===== src/rtl/ea_pkg.sv =====
// Package: shared mode and size codes for the effective address generator.
// Assumes the mode field is four bits and the size field two bits.
package ea_pkg;
    typedef enum logic [3:0] {
        EA_IND  = 4'd0,
        EA_POST = 4'd1,
        EA_PRE  = 4'd2,
        EA_DISP = 4'd3,
        EA_IDX  = 4'd4,
        EA_PCD  = 4'd5,
        EA_PCX  = 4'd6,
        EA_ABSW = 4'd7,
        EA_ABSL = 4'd8
    } ea_mode_e;

    typedef enum logic [1:0] {
        SZ_BYTE = 2'd0,
        SZ_WORD = 2'd1,
        SZ_LONG = 2'd2,
        SZ_LALT = 2'd3
    } ea_size_e;
endpackage


===== src/rtl/eag_step.sv =====
// Module: eag_step
// Produces the register step for increment/decrement modes from the operand
// size. A byte step on the stack register is widened to two so the stack
// stays word aligned. Purely combinational.
module eag_step #(
    parameter int AW     = 32,
    parameter int SEL_W  = 3,
    parameter int SP_NUM = 7
) (
    input  logic [1:0]       size,
    input  logic [SEL_W-1:0] reg_num,
    output logic [AW-1:0]    step
);
    import ea_pkg::*;

    logic is_sp;

    // Detect the stack register.
    always_comb is_sp = (reg_num == SEL_W'(SP_NUM));

    // Select step by operand size.
    always_comb begin
        unique case (ea_size_e'(size))
            SZ_BYTE: step = is_sp ? AW'(2) : AW'(1);
            SZ_WORD: step = AW'(2);
            default: step = AW'(4);
        endcase
    end
endmodule


===== src/rtl/eag_index.sv =====
// Module: eag_index
// Forms the index term for indexed modes: either the whole register
// or its low half sign-extended. Assumes SHORT_W < AW.
module eag_index #(
    parameter int AW      = 32,
    parameter int SHORT_W = 16
) (
    input  logic [AW-1:0] idx_val,
    input  logic          idx_long,
    output logic [AW-1:0] idx_term
);
    logic [AW-1:0] idx_short;

    // Sign-extend the low part of the index.
    always_comb idx_short = {{(AW-SHORT_W){idx_val[SHORT_W-1]}}, idx_val[SHORT_W-1:0]};

    // Choose long or short index.
    always_comb idx_term = idx_long ? idx_val : idx_short;
endmodule


===== src/rtl/eag_adder.sv =====
// Module: eag_adder
// Three-operand address adder of width AW, wrapping modulo 2^AW.
// Dedicated to address arithmetic; carries beyond AW are discarded.
module eag_adder #(
    parameter int AW = 32
) (
    input  logic [AW-1:0] base,
    input  logic [AW-1:0] off_a,
    input  logic [AW-1:0] off_b,
    output logic [AW-1:0] sum
);
    // Sum three terms at full width.
    always_comb sum = base + off_a + off_b;
endmodule


===== src/rtl/ea_gen.sv =====
// Module: ea_gen (top)
// Computes the effective address for the memory addressing modes and the
// write-back value of the address register for increment/decrement modes.
// One request per cycle; results appear one clock edge later.
// Assumes extension words are already fetched and presented with the request.
module ea_gen #(
    parameter int AW     = 32,
    parameter int BUS_W  = 24,
    parameter int SEL_W  = 3,
    parameter int SP_NUM = 7,
    parameter int DISP_W = 16,
    parameter int D8_W   = 8
) (
    input  logic             clk,
    input  logic             rst_n,
    input  logic             valid_in,
    input  logic [3:0]       mode,
    input  logic [1:0]       size,
    input  logic [SEL_W-1:0] areg_num,
    input  logic [AW-1:0]    areg_val,
    input  logic [AW-1:0]    idx_val,
    input  logic             idx_long,
    input  logic [AW-1:0]    pc,
    input  logic [DISP_W-1:0] ext_hi,
    input  logic [DISP_W-1:0] ext_lo,
    output logic             valid_out,
    output logic [AW-1:0]    ea,
    output logic [BUS_W-1:0] bus_addr,
    output logic [AW-1:0]    areg_new,
    output logic             areg_wr,
    output logic [SEL_W-1:0] areg_num_out
);
    import ea_pkg::*;

    localparam int LONG_W = 2 * DISP_W;

    logic [AW-1:0] step, idx_term, disp16, disp8, long_abs;
    logic [AW-1:0] base, off_a, off_b, sum_main;
    logic [AW-1:0] step_signed, sum_upd;
    logic [AW-1:0] ea_next;
    logic          is_dec, is_incdec;
    ea_mode_e      mode_e;

    // Interpret the raw mode field.
    always_comb mode_e = ea_mode_e'(mode);

    eag_step #(.AW(AW), .SEL_W(SEL_W), .SP_NUM(SP_NUM)) u_step (
        .size    (size),
        .reg_num (areg_num),
        .step    (step)
    );

    eag_index #(.AW(AW), .SHORT_W(DISP_W)) u_index (
        .idx_val  (idx_val),
        .idx_long (idx_long),
        .idx_term (idx_term)
    );

    // Sign-extend the displacement fields.
    always_comb begin
        disp16 = {{(AW-DISP_W){ext_hi[DISP_W-1]}}, ext_hi};
        disp8  = {{(AW-D8_W){ext_hi[D8_W-1]}}, ext_hi[D8_W-1:0]};
    end

    // Form the long absolute address; generate picks the fit to AW.
    generate
        if (LONG_W >= AW) begin : g_abs_trim
            logic [LONG_W-1:0] abs_cat;
            always_comb abs_cat = {ext_hi, ext_lo};
            always_comb long_abs = abs_cat[AW-1:0];
        end else begin : g_abs_pad
            always_comb long_abs = {{(AW-LONG_W){1'b0}}, ext_hi, ext_lo};
        end
    endgenerate

    // Classify increment/decrement modes.
    always_comb begin
        is_dec    = (mode_e == EA_PRE);
        is_incdec = (mode_e == EA_POST) || (mode_e == EA_PRE);
    end

    // Pick adder operands per mode.
    always_comb begin
        base  = '0;
        off_a = '0;
        off_b = '0;
        unique case (mode_e)
            EA_IND, EA_POST: base = areg_val;
            EA_DISP: begin base = areg_val; off_a = disp16; end
            EA_IDX:  begin base = areg_val; off_a = disp8; off_b = idx_term; end
            EA_PCD:  begin base = pc;       off_a = disp16; end
            EA_PCX:  begin base = pc;       off_a = disp8; off_b = idx_term; end
            EA_ABSW: off_a = disp16;
            EA_ABSL: base = long_abs;
            default: base = '0;
        endcase
    end

    eag_adder #(.AW(AW)) u_main_add (
        .base  (base),
        .off_a (off_a),
        .off_b (off_b),
        .sum   (sum_main)
    );

    // Signed step: subtract for pre-decrement.
    always_comb step_signed = is_dec ? (~step + AW'(1)) : step;

    eag_adder #(.AW(AW)) u_upd_add (
        .base  (areg_val),
        .off_a (step_signed),
        .off_b ('0),
        .sum   (sum_upd)
    );

    // Pre-decrement addresses with the updated value.
    always_comb ea_next = is_dec ? sum_upd : sum_main;

    // Output stage with synchronous active-low reset.
    always_ff @(posedge clk) begin
        if (!rst_n) begin
            valid_out    <= 1'b0;
            areg_wr      <= 1'b0;
            ea           <= '0;
            bus_addr     <= '0;
            areg_new     <= '0;
            areg_num_out <= '0;
        end else begin
            valid_out <= valid_in;
            areg_wr   <= valid_in && is_incdec;
            if (valid_in) begin
                ea           <= ea_next;
                bus_addr     <= ea_next[BUS_W-1:0];
                areg_new     <= sum_upd;
                areg_num_out <= areg_num;
            end
        end
    end

    // an accepted request yields a result on the next edge.
    a_r2_valid_follows: assert property (@(posedge clk) disable iff (!rst_n)
        valid_in |=> valid_out);

    // no request, no result.
    a_r2_no_spurious: assert property (@(posedge clk) disable iff (!rst_n)
        !valid_in |=> !valid_out);

    // non-updating modes never write back.
    a_r12_no_wr_other: assert property (@(posedge clk) disable iff (!rst_n)
        (valid_in && !((mode == EA_POST) || (mode == EA_PRE))) |=> !areg_wr);

    // post-increment addresses with the old register value.
    a_r4_post_old: assert property (@(posedge clk) disable iff (!rst_n)
        (valid_in && mode == EA_POST) |=> (ea == $past(areg_val)) && areg_wr);

    // pre-decrement addresses with the written-back value.
    a_r5_pre_same: assert property (@(posedge clk) disable iff (!rst_n)
        (valid_in && mode == EA_PRE) |=> (ea == areg_new) && areg_wr);

    // an even stack register stays even after any step.
    a_r6_sp_aligned: assert property (@(posedge clk) disable iff (!rst_n)
        (valid_in && ((mode == EA_POST) || (mode == EA_PRE)) &&
         areg_num == SEL_W'(SP_NUM) && !areg_val[0]) |=> !areg_new[0]);

    // the bus copy tracks the low bits of the address.
    a_r11_bus_low: assert property (@(posedge clk) disable iff (!rst_n)
        valid_out |-> bus_addr == ea[BUS_W-1:0]);
endmodule


===== config.mk =====
export PLATFORM = sky130hd
export DESIGN_NAME = ea_gen
export DESIGN_NICKNAME = d
export VERILOG_FILES = /design/src/rtl/ea_pkg.sv /design/src/rtl/eag_step.sv /design/src/rtl/eag_index.sv /design/src/rtl/eag_adder.sv /design/src/rtl/ea_gen.sv
export SDC_FILE = /design/constraint.sdc
export NUM_CORES = 1
export LEC_CHECK = 0
export CORE_ASPECT_RATIO = 1.5
export CORE_MARGIN = 3
export CORE_UTILIZATION = 49
export DETAILED_ROUTE_END_ITERATION = 6
export HOLD_SLACK_MARGIN = 0.15
export PLACE_DENSITY = 0.87
export SLEW_MARGIN = 10
export SYNTH_ARGS = -nofsm -noshare
export SYNTH_HDL_FRONTEND = slang
export SYNTH_SLANG_ARGS = --single-unit
export TNS_END_PERCENT = 50

===== constraint.sdc =====
create_clock -name clk -period 6.6 [get_ports clk]
set_input_delay 1.32 -clock clk [delete_from_list [all_inputs] [get_ports clk]]
set_output_delay 1.32 -clock clk [all_outputs]
set_load 0.05 [all_outputs]

==> metrics.md, run 1 <==
| Metric | Value |
|---|---|
| Hold path startpoint | areg_new[29] |
| Leakage | 4.87 nW |
| Top FF cell, synth | dfxtp_1 |
| Number of global-route vias before repair | 8,542 |
| Syn. warnings | 0 |
| Worst Setup Path Type | primary input to flip-flop |
| Placer Congestion | 0.977 |
| Skew-Pair Late Insertion Delay | 0.33 ns |
| H-Tree Depth | 3 |
| Largest net degree at the start of global routing | 62 |
| Placed cell area | 10,200 sq um |
| Clock group share of total power | 0.262 |
| Setup TNS | 0 ns |
| Final Core Density | 0.666 |
| WL/cell | 20.6 um |
| Tightest Pin Transition | 0.712 ns |
| Delay of the slowest critical-path stage | 0.67 ns |
| Die area | 17,700 sq um |
| Startpoint Class | primary input |
| Yosys reg bits | 69 |
| CP Capture Type | flip-flop |
| Gate count after technology mapping | 1,038 |
| Worst Slack Setup Final | 0.903 ns |
| Max clock buf depth | 2 |
| TritonCTS buffer count | 9 |
| Top Ports | 234 |
| Crit path max fanout | 17 |
| Reg-to-reg startpoint | ea[18] |
| Root Buffer | clkbuf_16 |
| Slew Limit Fails | 0 |
| Max_cap viols | 0 |
| Highest clock rate | 0.176 GHz |
| Worst min path class | flip-flop to flip-flop |
| Final hold vios | 0 |
| Final Cycle Share | 0.863 |
| Diodes inserted | 0 |
| Drt total wl | 29,400 um |
| Fillers | 1,380 |
| Min Tclk post-route | 5.70 ns |
| Outcome | finished, violations left |
| Crit path required time | 6.82 ns |
| DP Worst Slack | 0.579 ns |
| Post-route ant nets | 0 |
| Starting DRT DRC Count | 527 |
| CP Data Arrival Time | 5.92 ns |
| Site Rows | 56 |
| Final Setup Violations | 0 |
| Comb pwr share | 0.481 |
| Die H | 161 um |
| Syn Nets | 1,274 |
| Crit path cell chain | clkdlybuf4s50_1 -> nor3b_4 -> and2_1 -> a21o_1 -> xor2_1 -> ha_1 -> a21o_1 -> ha_1 -> a21o_1 -> a2111oi_1 -> a21oi_1 -> o2111ai_1 -> nand2_1 -> o41a_1 -> nand3_1 -> a31oi_1 |
| Layout area overhead | 32.7% |
| Drc violations | 5 |
| Gr usage total | 0.328 |
| Failing checks | design-rule violations |
| Sw frac | 0.417 |
| CTS tree | done |
| Starting Density | 0.502 |
| Final Skew | 0 ns |
| Post-DR vias/cell | 6.07 |
| Unrepaired setup endpoints after global routing | no |
| Sequential element share of the synthesized area | 0.175 |
| DP Wirelength | 23,700 um |
| Worst rel slew slack | 0.525 |
| Clk slew on worst S/H paths | 0.07 ns |
| Vias post-DR | 8,635 |
| Post-synth EDFFs | 0 |
| Ys async rst share | 0 |
| Post-layout instance area | 10,500 sq um |
| Hold Slack | 0.478 ns |
| Pre-Repair DR Iteration Count | 7 |
| Number of setup buffers added after CTS | 0 |
| First-pass GRT wire length | 45,000 um |
| Sink Count | 69 |
| Post-synthesis cell type count | 75 |
| GRT overflow | 0 |
| Worst VDD drop | 167 uV |
| Most used cell, CP | a21o_1 |
| Initial antenna violation count | 0 |
| Worst Setup SP | mode[2] |
| Core area | 15,700 sq um |
| DIE WIDTH | 110 um |
| Power Dens Cells | 180 nW/um^2 |
| Avg Synthesized Cell Area | 7.59 sq um |
| Switching power | 784 uW |
| Port buffer count | 233 |
| Hold buffers post-CTS | 0 |
| Nets | 1,451 |
| Fraction of layout cells with a size suffix above 1 | 0.0361 |
| Mapped Area | 7880 sq um |
| # resized after CTS | 0 |
| Seq pwr share | 0.257 |
| Int Pwr | 1.10 mW |
| Slowest stage cell, crit path | clkdlybuf4s50_1 |
[routing by layer]
layer	global-route usage	vias up	routed length (um)	share of wire
met5	0	-	0	0
met4	0.254	0	2770	0.094
met3	0.0444	135	1630	0.056
met2	0.567	402	14800	0.50
met1	0.350	4010	10200	0.35
li1	-	4088	-	-
[final cells by class]
class | instances | area, sq um | area share
sequential | 69 | 1380 | 0.132
timing repair buffer | 247 | 2430 | 0.233
clock inverter | 6 | 63.8 | 0.00610
inverter | 45 | 169 | 0.0162
tap | 203 | 254 | 0.0243
clock buffer | 10 | 229 | 0.0219
multi-input combinational | 843 | 5920 | 0.566
[final timing paths]
kind / endpoint / slack [ns] / cells after the start
max reg2reg: ea[18] / 5.74 / 2
min reg2reg: areg_new[29] / 0.48 / 2
max: ea[31] / 0.90 / 16
min: areg_new[29] / 0.48 / 2
[critical path, delay by kind of cell]
kind            cells  cell delay (ns)
fa+ha+maj           2             0.56
buf+inv             1             0.67
xor+xnor            1             0.15
compound gates      8             2.41
simple gates        4             0.81
[Yosys cell counts, types with 17 or more instances]
master,n,share of area
inv_1,44,0.021
fa_1,18,0.046
xor2_1,32,0.036
a21oi_1,94,0.060
a222oi_1,17,0.022
buf_4,28,0.027
a21o_1,43,0.041
nand3_1,21,0.013
dfxtp_1,69,0.18
nand2_1,128,0.061
ha_1,77,0.12
o21ai_0,58,0.037
xnor2_1,28,0.031
nor2_1,85,0.040
clkbuf_1,41,0.020
mux2i_1,33,0.042
[flip-flops by register name, summed over array words and instances, names as in the netlist]
| signal | cells |
|---|---|
| areg_new | 32 |
| areg_wr | 1 |
| areg_num_out | 3 |
| valid_out | 1 |
| ea | 32 |
[stage by stage]
stage	total power, mW	cells
finish	1.88	1423
global placement	1.37	1407
floorplan	1.07	1038
detailed placement	1.38	1407
global route	1.96	1423
CTS	1.87	1423
[placed cells by master, fill, tap and decap left out, types with 3 or more instances in the layout]
master | Yosys | routed
a2bb2oi_1 | 3 | 3
mux2i_1 | 33 | 33
o22ai_1 | 3 | 3
clkdlybuf4s50_1 | 0 | 232
buf_4 | 28 | 15
nor2_1 | 85 | 85
o21a_1 | 11 | 11
a222oi_1 | 17 | 17
a211oi_1 | 15 | 14
and2_1 | 13 | 13
nand2_1 | 128 | 128
a311oi_1 | 6 | 6
nor3_1 | 16 | 16
o21bai_1 | 11 | 11
o31a_1 | 3 | 3
a32oi_1 | 3 | 3
nand3_1 | 21 | 21
a22oi_1 | 16 | 16
a21boi_0 | 3 | 3
dfxtp_1 | 69 | 69
o2111ai_1 | 3 | 3
nor2b_1 | 7 | 7
or3_1 | 5 | 5
a21oi_1 | 94 | 94
fa_1 | 18 | 18
ha_1 | 77 | 77
o21ai_0 | 58 | 58
xor2_1 | 32 | 32
clkbuf_16 | 0 | 9
o31ai_1 | 5 | 5
nand4_1 | 6 | 6
a21o_1 | 43 | 43
o211ai_1 | 3 | 3
nand2b_1 | 12 | 12
and3_1 | 6 | 6
a31oi_1 | 16 | 16
a22o_1 | 3 | 3
xnor2_1 | 28 | 28
inv_1 | 44 | 44
[power groups by stage]
stage	clock [mW]	combinational, mW	sequential (mW)
2_1_floorplan	0	0.457	0.612
3_3_place_gp	0	0.885	0.489
3_5_place_dp	0	0.893	0.490
4_1_cts	0.491	0.898	0.482
5_1_grt	0.508	0.968	0.486
6_report	0.493	0.905	0.482
[logic make-up (layout without fill, tap and decap cells)]
family | after synthesis | count (layout) | synth area share
AO/OA/AOI/OAI | 339 | 339 | 0.288
AND/OR/NAND/NOR | 315 | 315 | 0.182
buffers and inverters | 126 | 308 | 0.0761
adder cells (fa/ha/maj) | 95 | 95 | 0.168
flip-flops | 69 | 69 | 0.175
XOR/XNOR | 61 | 61 | 0.0688
multiplexers | 33 | 33 | 0.0419
No activity file was read; power rests on OpenSTA's default activity.
==> run 2: changes to the inputs <==
CORE_UTILIZATION = 44   (was 49)
PLACE_DENSITY = 0.82   (was 0.87)
clock period = 4.9 ns   (was 6.6 ns; I/O delays follow)
==> run 2 against run 1 <==
Net effect:
- cell count grew 11%
- first-iteration DRC count increased by 2.7%
- via count up 6.4%
- the run now ends clean
==> metrics.md, run 2 (same netlist as run 1, synthesis figures left out) <==
| Metric | Value |
|---|---|
| Placed cell area | 11,300 sq um (+11%) |
| Post-route ant nets | 0 (unchanged) |
| Drt total wl | 30,500 um (+3.9%) |
| Power Dens Cells | 230 nW/um^2 (+28%) |
| Clk slew on worst S/H paths | 0.06 ns (about the same) |
| Leakage | 5.69 nW (+17%) |
| Gr busiest metal | met2 |
| Worst rel slew slack | 0.370 (-0.155) |
| Final hold vios | 0 (unchanged) |
| TritonCTS buffer count | 9 (unchanged) |
| Layout area overhead | 49.0% |
| CTS tree | done |
| Final Setup Violations | 0 (unchanged) |
| Die H | 170 um (+5.3%) |
| Core area | 17,500 sq um (+11%) |
| Skew-Pair Late Insertion Delay | 0.33 ns (about the same) |
| Initial antenna violation count | 0 (unchanged) |
| Worst Slack Setup Final | 0.339 ns (-0.564 ns) |
| Grt met3 use | 0.0317 (-0.0127) |
| Starting Density | 0.450 (-0.0517) |
| DP Worst Slack | -0.393 ns (-0.971 ns) |
| Grt met2 use | 0.565 (-0.00196) |
| Min Tclk post-route | 4.56 ns |
| Crit path cell chain | dlymetal6s2s_1 -> nor2b_2 -> a211oi_4 -> buf_12 -> a222oi_1 -> fa_1 -> inv_1 -> ha_1 -> buf_4 -> o21ai_0 -> o21ai_0 -> a31oi_2 -> a2bb2oi_2 -> nand3b_1 -> a2111oi_4 -> mux2i_1 -> o21ai_0 -> a31oi_1 |
| Worst Setup Path Type | primary input to flip-flop |
| Gr usage total | 0.300 (-0.0283) |
| Site Rows | 59 (+5.4%) |
| Crit path required time | 5.16 ns (-1.66 ns) |
| Largest net degree at the start of global routing | 53 (-15%) |
| Drc violations | 0 (-5) |
| Top Ports | 234 (unchanged) |
| Final Skew | 0 ns (unchanged) |
| Worst VDD drop | 171 uV (+2.4%) |
| GRT overflow | 0 (unchanged) |
| Placer Congestion | 0.992 (+1.5%) |
| Post-DR vias/cell | 5.81 (-4.3%) |
| Sink Count | 69 (unchanged) |
| Highest clock rate | 0.219 GHz |
| Diodes inserted | 0 (unchanged) |
| Max clock buf depth | 2 (unchanged) |
| Most common cell after layout, fill and taps aside | clkdlybuf4s50_1 |
| Most used cell, CP | o21ai_0 |
| CP Capture Type | flip-flop |
| Fraction of layout cells with a size suffix above 1 | 0.152 (+0.116) |
| Max_cap viols | 0 (unchanged) |
| Slew Limit Fails | 0 (unchanged) |
| CP Data Arrival Time | 4.82 ns (-1.10 ns) |
| Number of global-route vias before repair | 9,218 (+7.9%) |
| Port buffer count | 233 (unchanged) |
| Crit path max fanout | 19 (+2) |
| Unrepaired setup endpoints after global routing | no |
| Starting DRT DRC Count | 541 (+2.7%) |
| H-Tree Depth | 3 (unchanged) |
| DIE WIDTH | 115 um (+5.2%) |
| Vias post-DR | 9,191 (+6.4%) |
| DP Wirelength | 25,200 um (+6.3%) |
| Startpoint Class | primary input |
| Post-layout instance area | 11,700 sq um (+12%) |
| Root Buffer | clkbuf_16 |
| Registers with the most flip-flops | areg_new (32), ea (32), areg_num_out (3) |
| Pre-Repair DR Iteration Count | 6 (-1) |
| Tightest Pin Transition | 0.942 ns (+0.230 ns) |
| Most frequent cells in the layout | clkdlybuf4s50_1 (228), buf_4 (159), nand2_1 (128), a21oi_1 (91), nor2_1 (85) |
| Die area | 19,600 sq um (+11%) |
| Delay of the slowest critical-path stage | 0.47 ns (-0.20 ns) |
| Worst min path class | flip-flop to flip-flop |
| Nets | 1,601 (+10%) |
| Fillers | 1,440 (+4.3%) |
| Final Cycle Share | 0.931 |
| First-pass GRT wire length | 46,300 um (+3.0%) |
| Outcome | completed |
| GRT met1 Usage | 0.308 (-0.0420) |
| WL/cell | 19.3 um (-6.6%) |
| Slowest stage cell, crit path | fa_1 |
run 2: cell types whose count changed in the layout (fill, tap and decap cells not counted), sizes merged:
| cell | previous run | this run |
|---|---|---|
| buf | 15 | 165 |
| clkbuf | 10 | 11 |
| clkdlybuf4s50 | 232 | 228 |
| clkinv | 4 | 2 |
| clkinvlp | 2 | 3 |
| dlymetal6s2s | 0 | 3 |
| inv | 44 | 45 |
run 2: final timing paths:
path / start / endpoint / slack (ns) / cells past startpoint
worst max-delay path: mode[1] / ea[28] / 0.34 / 18
worst min-delay path: areg_new[29] / areg_new[29] / 0.49 / 2
worst max register to register: ea[18] / ea[18] / 4.11 / 2
worst min register to register: areg_new[29] / areg_new[29] / 0.49 / 2
run 2: report_power, final:
group          switching, mW  internal, mW  total (mW)  leakage [nW]
registers             0.0362         0.612       0.648         0.571
logic                  0.787         0.596        1.38          4.98
clock network          0.258         0.410       0.669         0.141
run 2: worst max-delay path: cells and delay by family:
family / cells / cell delay [ns]
AOI/OAI and AO/OA: 9 / 1.76
adders and majority gates: 2 / 0.72
buffers and inverters: 4 / 0.63
muxes: 1 / 0.21
and+or+nand+nor: 2 / 0.51
run 2: metrics by stage:
stage	hold WS (ns)	util	cells	power [mW]	TNS [ns]
final	0.487	0.671	1583	2.70	0
after global routing	0.518	0.671	1583	2.82	0
after CTS	0.487	0.664	1578	2.68	-0.000999
after detailed placement	0.476	0.645	1562	2.01	-4.66
after global placement	0.465	0.645	1562	1.99	-2.80
after floorplan	0.690	-	1038	1.44	0
run 2: cell type report:
type	instances	area [sq um]	area share
Multi-Input combinational cell	843	6010	0.512
Timing Repair Buffer	397	3600	0.307
Sequential cell	69	1380	0.118
Tap cell	213	267	0.0227
Clock buffer	10	239	0.0204
Inverter	45	169	0.0144
Clock inverter	6	70.1	0.00597
run 2: layer usage:
layer / share of wire / up-vias
met2: 0.52 / 426
met1: 0.35 / 4261
met4: 0.075 / 0
met5: 0 / -
li1: - / 4382
met3: 0.056 / 122
run 2: timing repair:
action | 4_1_cts | 5_1_grt
pin swaps | 1 | 10
gates cloned | 0 | 0
setup buffers | 0 | 5
resized for setup | 5 | 21
endpoints found under the setup margin | 2 | 17
hold endpoints to repair | 0 | 0
hold buffers | 0 | 0
==> run 3: changes to the inputs <==
CORE_UTILIZATION = 52   (was 44)
CTS_BUF_LIST = sky130_fd_sc_hd__clkbuf_8   (was not set)
DONT_BUFFER_PORTS = 1   (was not set)
PLACE_DENSITY = 0.74   (was 0.82)
SLEW_MARGIN = 15   (was 10)
==> run 3 against run 2 <==
Net effect:
- first-iteration DRC count is 3.7% higher
- core utilization is 10 points lower
- global-route usage is 1.9 points higher
- clock skew stayed put
- register-to-register slack worse by 0.71 ns
- non-clock buffer count is 337 lower
- maximum frequency is 1.7% higher
- sequential share of layout area is 4.6 points higher
- wire length is 9.8% lower
- critical endpoint unchanged
==> metrics.md, run 3 (same netlist as run 1, synthesis figures left out) <==
| Metric | Value |
|---|---|
| Outcome | completed |
| Placer Congestion | 1.01 (+1.5%) |
| Final Cycle Share | 0.915 (-0.0158) |
| Port buffer count | 0 (-100%) |
| DP Wirelength | 22,500 um (-11%) |
| CP Data Arrival Time | 4.79 ns (-0.03 ns) |
| Crit path required time | 5.20 ns (+0.04 ns) |
| Number of global-route vias before repair | 7,574 (-18%) |
| Worst VDD drop | 178 uV (+3.6%) |
| Most frequent cells in the layout | nand2_1 (128), a21oi_1 (94), nor2_1 (85), ha_1 (77), dfxtp_1 (69) |
| Die H | 157 um (-7.7%) |
| Highest clock rate | 0.223 GHz (+1.7%) |
| WL/cell | 22.4 um (+16%) |
| Pre-Repair DR Iteration Count | 5 (-1) |
| DIE WIDTH | 107 um (-7.6%) |
| Comb pwr share | 0.343 (-0.169) |
| R2R setup slack | 3.40 ns (-0.71 ns) |
| Layout area overhead | 6.84% |
| Startpoint Class | primary input |
| Switching power | 961 uW (-11%) |
| Hold path startpoint | mode[3] |
| Drt total wl | 27,500 um (-9.8%) |
| Largest net degree at the start of global routing | 94 (+77%) |
| Overall power | 2.13 mW (-21%) |
| Starting Density | 0.535 (+0.0846) |
| Skew-Pair Late Insertion Delay | 0.36 ns (+0.03 ns) |
| Reg-to-reg startpoint | ea[22] |
| Worst Setup SP | mode[1] |
| Tightest Pin Transition | 1.09 ns (+0.149 ns) |
| Seq pwr share | 0.423 (+0.183) |
| Max_cap viols | 0 (unchanged) |
| Post-DR vias/cell | 6.28 (+8.2%) |
| TritonCTS buffer count | 9 (unchanged) |
| Fillers | 1,468 (+1.9%) |
| Min Tclk post-route | 4.48 ns (-0.0773 ns) |
| Registers with the most flip-flops | areg_new (32), ea (32), areg_num_out (3) |
| Initial antenna violation count | 0 (unchanged) |
| H-Tree Depth | 3 (unchanged) |
| CTS tree | done |
| Number of setup buffers added after CTS | 0 (unchanged) |
| Fraction of layout cells with a size suffix above 1 | 0.0880 (-0.0638) |
| Most common cell after layout, fill and taps aside | nand2_1 |
| Top Ports | 234 (unchanged) |
| Root Buffer | clkbuf_8 |
| Final Core Density | 0.572 (-0.0996) |
| Crit path capture | ea[28] |
| Final hold vios | 0 (unchanged) |
| Final Skew | 0 ns (unchanged) |
| Core area | 14,700 sq um (-16%) |
| Diodes inserted | 0 (unchanged) |
| Final Setup Violations | 0 (unchanged) |
| Starting DRT DRC Count | 561 (+3.7%) |
| Power Dens Cells | 253 nW/um^2 (+10%) |
| Die area | 16,700 sq um (-15%) |
| Crit path max fanout | 7 (-12) |
| Sw frac | 0.452 (+0.0511) |
| Hold buffers post-CTS | 0 (unchanged) |
| FF-to-FF End | ea[22] |
| Int Pwr | 1.17 mW (-28%) |
| # resized after CTS | 0 (-5) |
| Worst Setup Path Type | primary input to flip-flop |
| Post-route ant nets | 0 (unchanged) |
| Sink Count | 69 (unchanged) |
| Drc violations | 0 (unchanged) |
| Gr usage total | 0.319 (+0.0195) |
| Max clock buf depth | 2 (unchanged) |
| Slew Limit Fails | 0 (unchanged) |
| Vias post-DR | 7,725 (-16%) |
| Unrepaired setup endpoints after global routing | no |
| Leakage | 4.20 nW (-26%) |
| CP Capture Type | flip-flop |
| Worst min path class | primary input to flip-flop |
| Worst rel slew slack | 0.271 (-0.0986) |
| Site Rows | 54 (-8.5%) |
| Worst Reg-to-Reg Cells | 2 (unchanged) |
| Clk slew on worst S/H paths | 0.09 ns (+0.03 ns) |
| First-pass GRT wire length | 41,300 um (-11%) |
| Nets | 1,265 (-21%) |
| GRT overflow | 0 (unchanged) |
| Clock group share of total power | 0.235 (-0.013) |
## run 3: cell type report
class                      instances  area [sq um]  area share
multi-input combinational        844          5930       0.705
sequential                        69          1380       0.164
timing repair buffer              60           488      0.0580
tap                              196           245      0.0291
inverter                          45           169      0.0201
clock buffer                      10           138      0.0163
clock inverter                     6          62.6     0.00743
## run 3: worst min path at each step
stage,cells after the start,slack [ns],endpoint
2_1_floorplan,2,0.69,areg_new[25]
3_3_place_gp,2,0.73,areg_new[25]
3_5_place_dp,2,0.74,areg_new[29]
4_1_cts,1,0.67,areg_wr
5_1_grt,1,0.68,areg_wr
6_report,1,0.68,areg_wr
## run 3: routing by layer
metal	track usage	vias up	share of wire
met5	0	-	0
met4	0.190	0	0.064
met3	0.0664	81	0.071
met2	0.585	321	0.51
met1	0.332	3611	0.36
li1	-	3712	-
## run 3: power groups by stage
stage | Sequential (mW) | Combinational (mW) | Clock (mW)
finish | 0.899 | 0.729 | 0.500
global route | 0.906 | 0.803 | 0.527
CTS | 0.901 | 0.721 | 0.504
detailed placement | 0.914 | 0.717 | 0
global placement | 0.913 | 0.709 | 0
floorplan | 0.824 | 0.616 | 0
## run 3: stage by stage
step	hold slack [ns]	setup WS (ns)	instances	TNS, ns	instance area [sq um]
2_1_floorplan	0.690	0.0281	1038	0	7880
3_3_place_gp	0.727	0.0317	1213	0	8210
3_5_place_dp	0.735	-0.0772	1213	-0.121	8210
4_1_cts	0.673	0.283	1229	0	8410
5_1_grt	0.676	0.132	1230	0	8420
6_report	0.682	0.416	1230	0	8420
## run 3: worst max-delay path, cell delays in order
cell       delay, ns
nor2b_1         0.18
a211oi_2        0.66
a222oi_1        0.21
fa_1            0.59
inv_1           0.05
ha_1            0.20
a211oi_1        0.23
o21ai_0         0.12
a31oi_1         0.25
a2bb2oi_1       0.27
nand3b_1        0.16
a2111oi_2       0.37
mux2i_1         0.22
o21ai_0         0.11
a31oi_1         0.16
